--- src/rtl/spi_rx_pkg.sv ---
package spi_rx_pkg;
  localparam int REG_W     = 16;
  localparam int READY_BIT = 7;
  localparam int OVR_BIT   = 3;

  typedef enum logic [2:0] {
    A_RXDATA = 3'd0,
    A_STATUS = 3'd1,
    A_RSV2   = 3'd2,
    A_RSV3   = 3'd3,
    A_RSV4   = 3'd4
  } reg_addr_e;

  function automatic logic [REG_W-1:0] pack_status(input logic ready, input logic ovr);
    logic [REG_W-1:0] s;
    s = '0;
    s[READY_BIT] = ready;
    s[OVR_BIT]   = ovr;
    return s;
  endfunction
endpackage

--- src/rtl/spi_rx_sync.sv ---
module spi_rx_sync #(
  parameter int   STAGES  = 2,
  parameter logic RST_VAL = 1'b0
) (
  input  logic clk,
  input  logic rst_n,
  input  logic din,
  output logic dout
);
  logic [STAGES-1:0] chain;

  generate
    if (STAGES == 1) begin : g_one
      always_ff @(posedge clk or negedge rst_n)
        if (!rst_n) chain <= RST_VAL;
        else        chain <= din;
    end else begin : g_many
      always_ff @(posedge clk or negedge rst_n)
        if (!rst_n) chain <= {STAGES{RST_VAL}};
        else        chain <= {chain[STAGES-2:0], din};
    end
  endgenerate

  assign dout = chain[STAGES-1];
endmodule

--- src/rtl/spi_rx_shift.sv ---
module spi_rx_shift #(
  parameter int WORD_W      = 13,
  parameter int SYNC_STAGES = 2
) (
  input  logic              clk,
  input  logic              rst_n,
  input  logic              sclk,
  input  logic              ss_n,
  input  logic              mosi,
  output logic              word_done,
  output logic [WORD_W-1:0] word
);
  localparam int CNT_W = $clog2(WORD_W);
  localparam logic [CNT_W-1:0] LAST = CNT_W'(WORD_W - 1);

  logic sclk_s, ss_s, mosi_s, sclk_q;
  logic sclk_rise, frame_act, bit_take, last_bit;
  logic [CNT_W-1:0]  bit_cnt;
  logic [WORD_W-1:0] shreg;
  logic [WORD_W-1:0] next_word;

  spi_rx_sync #(.STAGES(SYNC_STAGES), .RST_VAL(1'b0)) i_sync_sclk (
    .clk(clk), .rst_n(rst_n), .din(sclk), .dout(sclk_s));
  spi_rx_sync #(.STAGES(SYNC_STAGES), .RST_VAL(1'b1)) i_sync_ss (
    .clk(clk), .rst_n(rst_n), .din(ss_n), .dout(ss_s));
  spi_rx_sync #(.STAGES(SYNC_STAGES), .RST_VAL(1'b0)) i_sync_mosi (
    .clk(clk), .rst_n(rst_n), .din(mosi), .dout(mosi_s));

  always_ff @(posedge clk or negedge rst_n)
    if (!rst_n) sclk_q <= 1'b0;
    else        sclk_q <= sclk_s;

  assign sclk_rise = sclk_s & ~sclk_q;
  assign frame_act = ~ss_s;
  assign bit_take  = sclk_rise & frame_act;
  assign last_bit  = (bit_cnt == LAST);
  assign next_word = {shreg[WORD_W-2:0], mosi_s};

  always_ff @(posedge clk or negedge rst_n)
    if (!rst_n) begin
      bit_cnt <= '0;
      shreg   <= '0;
    end else if (!frame_act) begin
      bit_cnt <= '0;
    end else if (bit_take) begin
      shreg   <= next_word;
      bit_cnt <= last_bit ? '0 : bit_cnt + 1'b1;
    end

  always_ff @(posedge clk or negedge rst_n)
    if (!rst_n) begin
      word_done <= 1'b0;
      word      <= '0;
    end else begin
      word_done <= bit_take & last_bit;
      if (bit_take & last_bit) word <= next_word;
    end

  p_cnt_range_r2: assert property (@(posedge clk) disable iff (!rst_n)
    bit_cnt <= LAST);
  p_done_in_frame_r6: assert property (@(posedge clk) disable iff (!rst_n)
    word_done |-> $past(frame_act));
  p_abort_restart_r7: assert property (@(posedge clk) disable iff (!rst_n)
    !frame_act |=> bit_cnt == '0);
endmodule

--- src/rtl/spi_rx_regs.sv ---
module spi_rx_regs
  import spi_rx_pkg::*;
#(
  parameter int WORD_W = 13
) (
  input  logic              clk,
  input  logic              rst_n,
  input  logic              word_done,
  input  logic [WORD_W-1:0] word,
  input  logic [2:0]        addr,
  input  logic              rd,
  input  logic              wr,
  output logic [REG_W-1:0]  rdata
);
  logic              ready, ovr;
  logic [WORD_W-1:0] rx_q;
  logic              rd_rx, wr_stat, ovr_event;

  function automatic logic [REG_W-1:0] widen(input logic [WORD_W-1:0] w);
    return REG_W'(w);
  endfunction

  assign rd_rx     = rd & (addr == A_RXDATA);
  assign wr_stat   = wr & (addr == A_STATUS);
  assign ovr_event = word_done & ready & ~rd_rx;

  always_ff @(posedge clk or negedge rst_n)
    if (!rst_n) begin
      rx_q  <= '0;
      ready <= 1'b0;
      ovr   <= 1'b0;
    end else begin
      if (word_done) rx_q <= word;
      if (word_done)  ready <= 1'b1;
      else if (rd_rx) ready <= 1'b0;
      if (ovr_event)    ovr <= 1'b1;
      else if (wr_stat) ovr <= 1'b0;
    end

  always_comb begin
    unique case (addr)
      A_RXDATA: rdata = widen(rx_q);
      A_STATUS: rdata = pack_status(ready, ovr);
      default:  rdata = '0;
    endcase
  end

  p_ready_set_r2: assert property (@(posedge clk) disable iff (!rst_n)
    word_done |=> ready);
  p_read_clear_r3: assert property (@(posedge clk) disable iff (!rst_n)
    rd_rx && !word_done |=> !ready);
  p_ovr_set_r4: assert property (@(posedge clk) disable iff (!rst_n)
    word_done && ready && !rd_rx |=> ovr);
  p_ovr_sticky_r5: assert property (@(posedge clk) disable iff (!rst_n)
    ovr && !wr_stat |=> ovr);
  p_ovr_clear_r5: assert property (@(posedge clk) disable iff (!rst_n)
    wr_stat && !ovr_event |=> !ovr);
  p_data_hold_r8: assert property (@(posedge clk) disable iff (!rst_n)
    !word_done |=> $stable(rx_q));
endmodule

--- src/rtl/spi_rx_slave.sv ---
module spi_rx_slave
  import spi_rx_pkg::*;
#(
  parameter int WORD_W      = 13,
  parameter int SYNC_STAGES = 2
) (
  input  logic             clk,
  input  logic             rst_n,
  input  logic             spi_sclk,
  input  logic             spi_ss_n,
  input  logic             spi_mosi,
  input  logic [2:0]       host_addr,
  input  logic             host_rd,
  input  logic             host_wr,
  output logic [REG_W-1:0] host_rdata
);
  logic              word_done;
  logic [WORD_W-1:0] word;

  spi_rx_shift #(.WORD_W(WORD_W), .SYNC_STAGES(SYNC_STAGES)) i_shift (
    .clk(clk), .rst_n(rst_n), .sclk(spi_sclk), .ss_n(spi_ss_n), .mosi(spi_mosi),
    .word_done(word_done), .word(word));

  spi_rx_regs #(.WORD_W(WORD_W)) i_regs (
    .clk(clk), .rst_n(rst_n), .word_done(word_done), .word(word),
    .addr(host_addr), .rd(host_rd), .wr(host_wr), .rdata(host_rdata));

  p_onehot_strobe_r8: assert property (@(posedge clk) disable iff (!rst_n)
    $onehot0({host_rd, host_wr}));
endmodule

--- config.mk ---
export PLATFORM = sky130hd
export DESIGN_NAME = spi_rx_slave
export DESIGN_NICKNAME = d
export VERILOG_FILES = /design/src/rtl/spi_rx_pkg.sv /design/src/rtl/spi_rx_sync.sv /design/src/rtl/spi_rx_shift.sv /design/src/rtl/spi_rx_regs.sv /design/src/rtl/spi_rx_slave.sv
export SDC_FILE = /design/constraint.sdc
export NUM_CORES = 1
export LEC_CHECK = 0
export ABC_AREA = 1
export ABC_CLOCK_PERIOD_IN_PS = 1900
export BUFFER_PORTS_ARGS = -buffer_cell sky130_fd_sc_hd__buf_2
export CAP_MARGIN = 10
export CORE_ASPECT_RATIO = 1.25
export CORE_MARGIN = 4
export CORE_UTILIZATION = 47
export DETAILED_ROUTE_END_ITERATION = 7
export GPL_TIMING_DRIVEN = 0
export PLACE_DENSITY_LB_ADDON = 0.1
export SLEW_MARGIN = 15
export SYNTH_ARGS = -nofsm -noshare
export SYNTH_HDL_FRONTEND = slang
export SYNTH_SLANG_ARGS = --single-unit
--- constraint.sdc ---
create_clock -name clk -period 1.9 [get_ports clk]
set_input_delay 0.19 -clock clk [delete_from_list [all_inputs] [get_ports clk]]
set_output_delay 0.19 -clock clk [all_outputs]
set_load 0.005 [all_outputs]
# Yosys cells after proc, flatten, opt, wreduce, memory -nomap -nowiden
# Index checks and enable logic that the tools add are counted.
[word_totals]
regBits = 52
inputBits = 10
word_cells = 37
[classes]
add_sub_neg = 1
n_eq_ne = 2
n_mux = 8
bitwise_logic = 10
n_reduce_logical = 5
[ops]
columns = ["op", "count"]
rows = [
  ["$pmux W13 S2", 1],
  ["$mux W4", 3],
  ["$and A1 B1 Y1", 7],
  ["$reduce_bool A2 Y1", 3],
  ["$add A4 B1 Y4 const B", 1],
  ["$eq A4 B4 Y1 const B", 1],
  ["$mux W1", 4],
  ["$eq A3 B1 Y1 const B", 1],
  ["$logic_not A3 Y1", 1],
  ["$not A1 Y1", 3],
  ["$reduce_and A2 Y1", 1],
]

# Longest topological paths before layout
# Gate-level depths: netlist of run 1.
[logic_depth]
ltp_word = 5
ltp_mapped = 7

# Hierarchy
# Synthesis of run 1 repeated with hierarchy kept, for this count alone.
[hier_totals]
cells_unflattened = 232
area_unflattened_um2 = 2183.3
[by_module_without_submodules]
columns = ["module", "n_inst", "cells_each", "area_each_um2"]
rows = [
  ["spi_rx_shift", 1, 136, 1271.2],
  ["spi_rx_regs", 1, 90, 759.5],
  ["spi_rx_sync at i_shift.i_sync_mosi ...", 2, 2, 50.0],
  ["spi_rx_sync at i_shift.i_sync_ss", 1, 2, 52.6],
]

# Worst setup path before layout of run 1
# Ideal clock, no wire load.
[synth_path]
path_type = "register to register"
startpoint = "register i_shift.bit_cnt[0]"
endpoint = "register i_shift.word[10]"
arrival_ns = 1.145
required_ns = 1.777
setup_slack_ns = 0.632
path_stages_with_launch = 7
synth_period_minus_slack_ns = 1.268
path_cell_list = "dfrtp_1 inv_1 ha_1 nand3_2 clkbuf_2 o21ai_0 nand2_1"
[synth_via]
elab_chain_len = 2
[synth_rtl]
columns = ["item", "line_no", "rtl"]
rows = [
  ["start: declaration", "spi_rx_shift.sv:18", "logic [CNT_W-1:0] bit_cnt;"],
  ["start signal: assignment", "spi_rx_shift.sv:47", "bit_cnt <= last_bit ? '0 : bit_cnt + 1'b1;"],
  ["$eq A4 B4 Y1", "spi_rx_shift.sv:36", "assign last_bit = (bit_cnt == LAST);"],
  ["$and A1 B1 Y1", "spi_rx_shift.sv:56", "if (bit_take & last_bit) word <= next_word;"],
  ["end signal: assignment", "spi_rx_shift.sv:56", ""],
  ["end: declaration", "spi_rx_shift.sv:11", "output logic [WORD_W-1:0] word"],
]
# Every way passes these cells.
# A chain may end at the register's enable or synchronous reset.

# Final worst setup path of run 1
[layout_path]
startpoint = "register i_shift.bit_cnt[0]"
endpoint = "register i_shift.word[9]"
# Same word-level chain as after synthesis.

==> run metrics, run 1 <==
run status finished clean; Cell variety after synth 24; first-pass GRT wire length 6310 um; fin crit period 1.43 ns; DPL Wire Length 2520 um; WP data required 2.09 ns; via/cell ratio 4.66; startpoint types register; post-CTS sizing 0; Worst Skew 0.00639 ns; RD Place Congestion 0.786; Port Buf Inserts 22; starting density of the core 0.484; TNS Setup 0 ns; DR pass1 iterations 4; worst hold slack 0.133 ns; Max Slew Vio Count 0; Tot GR Track Use 0.145; vias 1502; RSZ-0062 raised after global routing no; DR WL/cell 11.2 um; total congestion overflow 0; CTS Root Buffer Type clkbuf_8; Final #Nets 275; relative slew slack 0.572; Post-Syn Area 2110 um^2; CTS Buf Count 5; initial antenna violation count 0; Worst VDD drop 614 uV; I/O pin cnt 26; Slew @ Worst Pin 0.642 ns; Fmax achieved 698 MHz; Post-DP Area 2300 um^2; Setup Viol. Count Final 0; R2R setup slack 0.47 ns; Ys Warns 0; proportion of layout cells with a drive suffix above 1 0.174; Pwr Density 856 nW/um^2; largest net degree at the start of global routing 53; Tcrit/Tclk final 0.755; ANT nets after route 0; Critical Path Sink Type register; DRT iter0 DRCs 87; Seq/Total Area, Yosys 0.618; DIE WIDTH 67.9 um; signal arrival time at the worst endpoint 1.63 ns; row cnt 27; vias in the first global route 1461; worst skew pair latency 0.30 ns; syn_area_per_cell 9.25 um^2; CTS tree built; #FFs+latches synth 52; cts-stage hold buffer count 3; full die area 5630 um^2; clock-pin slew on the worst setup and hold paths 0.09 ns; Worst Hold Class input port to register; leakage power figure 1.27 nW; Layout Utilization 0.562; Max Cap Viol 0; CTS sink cnt 52; Filler Cell Count 403; diode count 0; Final Routed Wirelength 3600 um; Hold Vio Cnt, Final 0; post-route cell area 2450 um^2; Worst Path Max Fanout 10; Die Y 82.9 um; core area 4360 um^2; clock tree buffer depth 2; # Post-CTS Setup Buffers 0; cell count after synthesis 228; Crit Path Class register to register; Max H-tree Level 2; # DRC 0; Area Overhead vs Synth 16.1%
logic make-up (layout without fill, tap and decap cells):
family,Yosys count,after routing,share of synthesized area
flops,52,52,0.618
other cells,1,3,0.00178
compound gates,43,43,0.103
simple gates,91,91,0.179
buf+inv,38,72,0.0819
xor+xnor,1,1,0.00416
fa+ha+maj,2,2,0.0119
state kept, by name, indices dropped and copies added (netlist names):
name	flops
i_regs.ovr	1
i_regs.ready	1
i_regs.rx_q	13
i_shift.bit_cnt	4
i_shift.i_sync_mosi.chain	2
i_shift.i_sync_sclk.chain	2
i_shift.i_sync_ss.chain	2
i_shift.sclk_q	1
i_shift.shreg	12
i_shift.word	13
i_shift.word_done	1
final timing paths:
kind / cells after the start / from / end
worst max-delay path: 6 / i_shift.bit_cnt[0]$_DFFE_PN0P_ / i_shift.word[9]$_DFFE_PN0P_
worst min-delay path: 4 / host_wr / i_regs.ovr$_DFFE_PN0P_
worst max register to register: 6 / i_shift.bit_cnt[0]$_DFFE_PN0P_ / i_shift.word[9]$_DFFE_PN0P_
worst min register to register: 0 / i_shift.i_sync_sclk.chain[0]$_DFF_PN0_ / i_shift.i_sync_sclk.chain[1]$_DFF_PN0_
max in group asynchronous: 2 / rst_n / i_shift.shreg[5]$_DFFE_PN0P_
min in group asynchronous: 2 / rst_n / i_regs.rx_q[9]$_DFFE_PN0P_
per-layer routing:
layer | vias to the layer above | track usage | part of all wire
li1 | 774 | - | -
met1 | 700 | 0.165 | 0.44
met2 | 23 | 0.252 | 0.50
met3 | 5 | 0.0365 | 0.044
met4 | 0 | 0.0542 | 0.016
met5 | - | 0 | 0
area by class of cell:
cell class / count / area (um^2) / area share
Sequential cell: 52 / 1300 / 0.532
Multi-Input combinational cell: 140 / 639 / 0.261
Timing Repair Buffer: 26 / 153 / 0.0623
Inverter: 25 / 93.8 / 0.0383
Buffer: 13 / 78.8 / 0.0322
Clock buffer: 6 / 72.6 / 0.0296
Tap cell: 58 / 72.6 / 0.0296
Clock inverter: 2 / 35.0 / 0.0143
worst max-delay path: stages (launching register included):
cell and delay (ns):
dfrtp_1 0.41, inv_1 0.09, ha_1 0.20, nand3_2 0.15
clkbuf_2 0.21, o21ai_0 0.19, nand2_1 0.07
where the power goes:
part	internal (W)	switching [W]	total [W]
Sequential	0.00118	0.0000476	0.00123
Clock	0.000391	0.000337	0.000728
Combinational	0.0000537	0.0000883	0.000142
per-stage QoR:
stage          power (W)  cells  setup WS [ns]
3_5_place_dp     0.00138    310          0.474
5_1_grt          0.00220    322          0.304
4_1_cts          0.00212    321          0.454
3_3_place_gp     0.00138    310          0.476
2_1_floorplan    0.00132    230          0.632
6_report         0.00210    322          0.466
synthesized netlist by cell type:
library cell  number  area, um^2
a21o_1             1        7.51
a21oi_1            6        30.0
buf_2              5        25.0
buf_4              3        22.5
buf_8              1        15.0
clkbuf_1           3        11.3
clkbuf_2           1        5.00
conb_1             1        3.75
dfrtp_1           50        1250
dfstp_2            2        52.6
ha_1               2        25.0
inv_1             24        90.1
inv_2              1        3.75
nand2_1           58         218
nand2_2            1        6.26
nand3_1            7        35.0
nand3_2            2        20.0
nand4_1            1        6.26
nor2_1            20        75.1
nor2_4             1        11.3
nor3_1             1        5.00
o21ai_0           34         170
o21ai_1            2        10.0
xor2_1             1        8.76
cells in the final DEF (no fill, tap or decap):
master,instances
nand2_1,58
dfrtp_1,50
o21ai_0,34
buf_2,26
inv_1,24
nor2_1,20
nand3_1,7
a21oi_1,6
clkbuf_8,5
clkbuf_1,4
buf_4,4
dlygate4sd3_1,4
conb_1,3
nand3_2,2
o21ai_1,2
ha_1,2
dfstp_2,2
nor3_1,1
inv_2,1
nor2_4,1
buf_8,1
clkbuf_2,1
a21o_1,1
nand2_2,1
nand4_1,1
xor2_1,1
bufinv_16,1
clkinv_2,1
No activity file was read; power rests on OpenSTA's default activity.
==> run 2, diff against run 1 <==
Settings changed: ABC_CLOCK_PERIOD_IN_PS 1900 to 1400.
Clock period 1.9 ns to 1.4 ns, I/O delays scaled along.
==> run metrics, run 2 (synthesis gave the netlist of run 1 again) <==
run status finished clean; Comb power frac 0.077 (+0.009); Top Registers i_regs.rx_q: 13 flops, i_shift.word: 13 flops, i_shift.shreg: 12 flops; Setup Viol. Count Final 0 (unchanged); DR pass1 iterations 4 (unchanged); sw frac 0.227 (+0.00163); Critical Path Sink Type register; first-pass GRT wire length 6390 um (+1.3%); total congestion overflow 0 (unchanged); Tcrit/Tclk final 0.955 (+0.201); I/O pin cnt 26 (unchanged); diode count 0 (unchanged); # DRC 0 (unchanged); starting density of the core 0.484 (unchanged); Layout Utilization 0.578 (+0.0164); relative slew slack 0.575 (+0.00291); worst hold slack 0.0788 ns (-0.0543 ns); startpoint types register; proportion of layout cells with a drive suffix above 1 0.198 (+0.0235); via/cell ratio 4.67 (+0.15%); CTS Root Buffer Type clkbuf_8; Worst Path Max Fanout 6 (-4); net switching power 0.000654 W (+38%); Area Overhead vs Synth 19.5%; Pwr Density 1140 nW/um^2 (+33%); core area 4360 um^2 (unchanged); Slew @ Worst Pin 0.637 ns (-0.00436 ns); Reg power frac 0.578 (-0.007); DPL Wire Length 2520 um (unchanged); fin crit period 1.34 ns (-0.0960 ns); CTS sink cnt 52 (unchanged); Worst Hold Class input port to register; Fmax achieved 748 MHz (+7.2%); leakage power figure 1.31 nW (+2.7%); vias in the first global route 1474 (+0.89%); worst skew pair latency 0.30 ns (about the same); clock-pin slew on the worst setup and hold paths 0.09 ns (about the same); WP data required 1.59 ns (-0.50 ns); clock tree buffer depth 2 (unchanged); signal arrival time at the worst endpoint 1.53 ns (-0.10 ns); Tot GR Track Use 0.147 (+0.00276); initial antenna violation count 0 (unchanged); Final Routed Wirelength 3740 um (+3.8%); Worst Skew 0.00622 ns (-0.000166 ns); DIE WIDTH 67.9 um (unchanged); most common cell after layout, fill and taps aside nand2_1; Clk pwr share 0.344 (-0.003); Max H-tree Level 2 (unchanged); P_int 0.00222 W (+37%); Crit Path Class register to register; full die area 5630 um^2 (unchanged); row cnt 27 (unchanged); Port Buf Inserts 22 (unchanged); DR WL/cell 11.5 um (+2.5%); vias 1523 (+1.4%); CTS tree built; ANT nets after route 0 (unchanged); Final #Nets 279 (+1.5%); CTS Buf Count 5 (unchanged); Hold Vio Cnt, Final 0 (unchanged); most frequent cells in the layout nand2_1, dfrtp_1, o21ai_0, inv_1, buf_2; Max Slew Vio Count 0 (unchanged); DRT iter0 DRCs 76 (-13%); Worst VDD drop 829 uV (+35%); largest net degree at the start of global routing 53 (unchanged); Die Y 82.9 um (unchanged); RD Place Congestion 0.786 (unchanged); Max Cap Viol 0 (unchanged)
-- run 2: worst max-delay path: stages, from the launching register on --
cell and delay (ns):
dfrtp_1 0.41, inv_1 0.13, ha_4 0.17, nand3_4 0.12, clkbuf_8 0.18, o21ai_0 0.17
nand2_1 0.06
-- run 2: repair_timing --
item / 4_1_cts / 5_1_grt
gates resized for setup: 4 / 14
cloned: 1 / 0
endpoints found under the setup margin: 10 / 22
setup buffers: 0 / 3
pin swaps: 0 / 2
hold buffers: 3 / 1
hold endpoints to repair: 3 / 50
-- run 2: metal layers --
| metal | routed length, um | GRT usage | up-vias |
|---|---|---|---|
| li1 | - | - | 787 |
| met1 | 1570 | 0.164 | 703 |
| met2 | 1940 | 0.262 | 28 |
| met3 | 165 | 0.0365 | 5 |
| met4 | 59 | 0.0542 | 0 |
| met5 | 0 | 0 | - |
-- run 2: power by group through the flow --
stage,clock network [W],registers (W),logic [W]
3_3_place_gp,0,0.00169,0.000181
3_5_place_dp,0,0.00169,0.000184
5_1_grt,0.00107,0.00168,0.000263
4_1_cts,0.00102,0.00167,0.000196
6_report,0.000990,0.00166,0.000223
2_1_floorplan,0,0.00168,0.000118
-- run 2: layout make-up --
type                       count  area [um^2]
clock buffer                   6         72.6
clock inverter                 2         35.0
fill                         400         1840
tap                           58         72.6
sequential                    52         1300
buffer                        13          100
timing repair buffer          30          183
inverter                      25         93.8
multi-input combinational    140          659
-- run 2: final timing paths --
path / startpoint / cells after the start / end / slack (ns)
max reg2reg: i_shift.bit_cnt[1]$_DFFE_PN0P_ / 6 / i_shift.word[8]$_DFFE_PN0P_ / 0.06
max in group asynchronous: rst_n / 2 / i_shift.word[0]$_DFFE_PN0P_ / 0.57
min: host_wr / 4 / i_regs.ovr$_DFFE_PN0P_ / 0.08
min in group asynchronous: rst_n / 2 / i_regs.rx_q[9]$_DFFE_PN0P_ / 0.40
max: i_shift.bit_cnt[1]$_DFFE_PN0P_ / 6 / i_shift.word[8]$_DFFE_PN0P_ / 0.06
min reg2reg: i_shift.i_sync_sclk.chain[0]$_DFF_PN0_ / 0 / i_shift.i_sync_sclk.chain[1]$_DFF_PN0_ / 0.36
-- run 2: stage by stage --
stage | instance area, um^2 | power, W | std cells | worst slack [ns] | setup TNS [ns]
6_report | 2520 | 0.00288 | 326 | 0.0624 | 0
5_1_grt | 2520 | 0.00302 | 326 | -0.0258 | -0.113
4_1_cts | 2460 | 0.00289 | 322 | 0.00989 | 0
3_5_place_dp | 2300 | 0.00188 | 310 | -0.0262 | -0.0411
3_3_place_gp | 2300 | 0.00187 | 310 | -0.0241 | -0.0660
2_1_floorplan | 2120 | 0.00179 | 230 | 0.132 | 0
==> run 3, diff against run 2 <==
--- a/config.mk
+++ b/config.mk
@@ -7,5 +7,5 @@
 export LEC_CHECK = 0
 export ABC_AREA = 1
-export ABC_CLOCK_PERIOD_IN_PS = 1400
+export ABC_CLOCK_PERIOD_IN_PS = 1550
 export BUFFER_PORTS_ARGS = -buffer_cell sky130_fd_sc_hd__buf_2
 export CAP_MARGIN = 10
==> constraint.sdc (replaced) <==
create_clock -name clk -period 1.55 [get_ports clk]
set_input_delay 0.155 -clock clk [delete_from_list [all_inputs] [get_ports clk]]
set_output_delay 0.155 -clock clk [all_outputs]
set_load 0.1 [all_outputs]
==> run metrics, run 3 (synthesis gave the netlist of run 1 again) <==
via/cell ratio 4.57 (-2.1%); signal arrival time at the worst endpoint 1.62 ns (+0.09 ns); startpoint types register; CTS tree built; Slew @ Worst Pin 0.626 ns (-0.0108 ns); Critical Path Max Stage Delay 0.41 ns (about the same); DRT iter0 DRCs 74 (-2.6%); Final #Nets 275 (-1.4%); Max H-tree Level 2 (unchanged); Hold Vio Cnt, Final 0 (unchanged); Critical Path Sink Type register; leakage power figure 1.27 nW (-3.2%); Fmax achieved 700 MHz (-6.4%); largest net degree at the start of global routing 53 (unchanged); CTS sink cnt 52 (unchanged); vias in the first global route 1509 (+2.4%); cell family with most CP delay flip-flops; Pwr Density 1050 nW/um^2 (-8.0%); Setup Viol. Count Final 0 (unchanged); Crit Path Class register to register; DPL Wire Length 2550 um (+1.1%); Tcrit/Tclk final 0.922 (-0.0333); WP data required 1.74 ns (+0.15 ns); Area Overhead vs Synth 17.3%; Max Cap Viol 0 (unchanged); most common cell after layout, fill and taps aside nand2_1; RD Place Congestion 0.767 (-2.5%); Critical Path Start i_shift.bit_cnt[0]$_DFFE_PN0P_; Total Power 0.00260 W (-9.7%); worst skew pair latency 0.30 ns (about the same); total congestion overflow 0 (unchanged); Worst Hold Class input port to register; first-pass GRT wire length 6600 um (+3.3%); most frequent cells in the layout nand2_1, dfrtp_1, o21ai_0, inv_1, nor2_1; proportion of layout cells with a drive suffix above 1 0.174 (-0.0235); run status finished clean; Final Routed Wirelength 3560 um (-4.7%); DR WL/cell 11.1 um (-3.5%); I/O pin cnt 26 (unchanged); DR pass1 iterations 4 (unchanged); clock-pin slew on the worst setup and hold paths 0.09 ns (about the same); starting density of the core 0.484 (unchanged); ANT nets after route 0 (unchanged); CP Buf/Inv Count 2 (unchanged); Max Slew Vio Count 0 (unchanged); Port Buf Inserts 22 (unchanged); vias 1473 (-3.3%); diode count 0 (unchanged); relative slew slack 0.582 (+0.00718); CP cell instances inv_1, ha_1, nand3_2, buf_2, o21ai_0, nand2_1; Die Y 82.9 um (unchanged); slowest CP cell dfrtp_1; post-route cell area 2470 um^2 (-1.8%); CTS Buf Count 5 (unchanged); DIE WIDTH 67.9 um (unchanged); worst reg2reg startpoint i_shift.bit_cnt[0]$_DFFE_PN0P_; fin crit period 1.43 ns (+0.0917 ns); full die area 5630 um^2 (unchanged); # DRC 0 (unchanged); Tot GR Track Use 0.152 (+0.00420); clock tree buffer depth 2 (unchanged); Worst Path Max Fanout 10 (+4); Worst Skew 0.00513 ns (-0.00110 ns); row cnt 27 (unchanged); CTS Root Buffer Type clkbuf_8; Post-DP Area 2300 um^2 (unchanged); initial antenna violation count 0 (unchanged); core area 4360 um^2 (unchanged); worst hold start host_wr; Top Registers i_regs.rx_q: 13 flops, i_shift.word: 13 flops, i_shift.shreg: 12 flops; Worst VDD drop 629 uV (-24%)
[run 3: changes by cell type in the layout (fill, tap and decap cells not counted), sizes merged]
cell / change
buf: -8
clkbuf: +4
[run 3: area by class of cell]
type,count,area (um^2)
buffer,13,78.8
clock buffer,6,72.6
clock inverter,2,35.0
fill,410,1880
inverter,25,93.8
multi-input combinational,140,639
sequential,52,1300
tap,58,72.6
timing repair buffer,26,178
[run 3: per-stage QoR]
| step | TNS [ns] | hold slack [ns] | utilization | std cells | setup WS, ns |
|---|---|---|---|---|---|
| 6_report | 0 | 0.0989 | 0.568 | 322 | 0.121 |
| 5_1_grt | -0.00570 | 0.105 | 0.568 | 322 | -0.00570 |
| 4_1_cts | 0 | 0.0874 | 0.559 | 321 | 0.0360 |
| 3_5_place_dp | 0 | 0.262 | 0.527 | 310 | 0.0338 |
| 3_3_place_gp | 0 | 0.260 | 0.527 | 310 | 0.0367 |
| 2_1_floorplan | -5.31 | -0.141 | - | 230 | -0.441 |
[run 3: final timing paths]
kind / endpoint / slack (ns) / cells past startpoint
min in group asynchronous: i_regs.rx_q[9]$_DFFE_PN0P_ / 0.41 / 2
setup / recovery: i_shift.word[9]$_DFFE_PN0P_ / 0.12 / 6
max in group asynchronous: i_shift.bit_cnt[2]$_DFFE_PN0P_ / 0.72 / 2
hold / removal: i_regs.ovr$_DFFE_PN0P_ / 0.1 / 4
hold reg to reg: i_shift.i_sync_sclk.chain[1]$_DFF_PN0_ / 0.35 / 0
setup reg to reg: i_shift.word[9]$_DFFE_PN0P_ / 0.12 / 6
[run 3: layer usage]
metal / track usage / wire length (um) / up-vias
met1: 0.177 / 1520 / 668
li1: - / - / 776
met5: 0 / 0 / -
met3: 0.0406 / 153 / 6
met4: 0.0651 / 78 / 0
met2: 0.254 / 1810 / 23
[run 3: power breakdown]
part / internal, W / switching (W)
Clock: 0.000479 / 0.000412
Sequential: 0.00144 / 0.0000580
Combinational: 0.0000665 / 0.000137
Total: 0.00199 / 0.000607
[run 3: what timing repair did]
| item | in CTS | in global routing |
|---|---|---|
| buffers inserted | 0 | 0 |
| hold buffers | 3 | 1 |
| endpoints found under the hold margin | 3 | 50 |
| gates resized for setup | 0 | 14 |
| setup endpoints to repair | 0 | 17 |
[run 3: worst reg2reg max path: cells and delay by family (launching register included)]
kind | cells | cell delay (ns)
flops | 1 | 0.41
buf+inv | 2 | 0.31
simple gates | 2 | 0.22
fa+ha+maj | 1 | 0.20
compound gates | 1 | 0.17
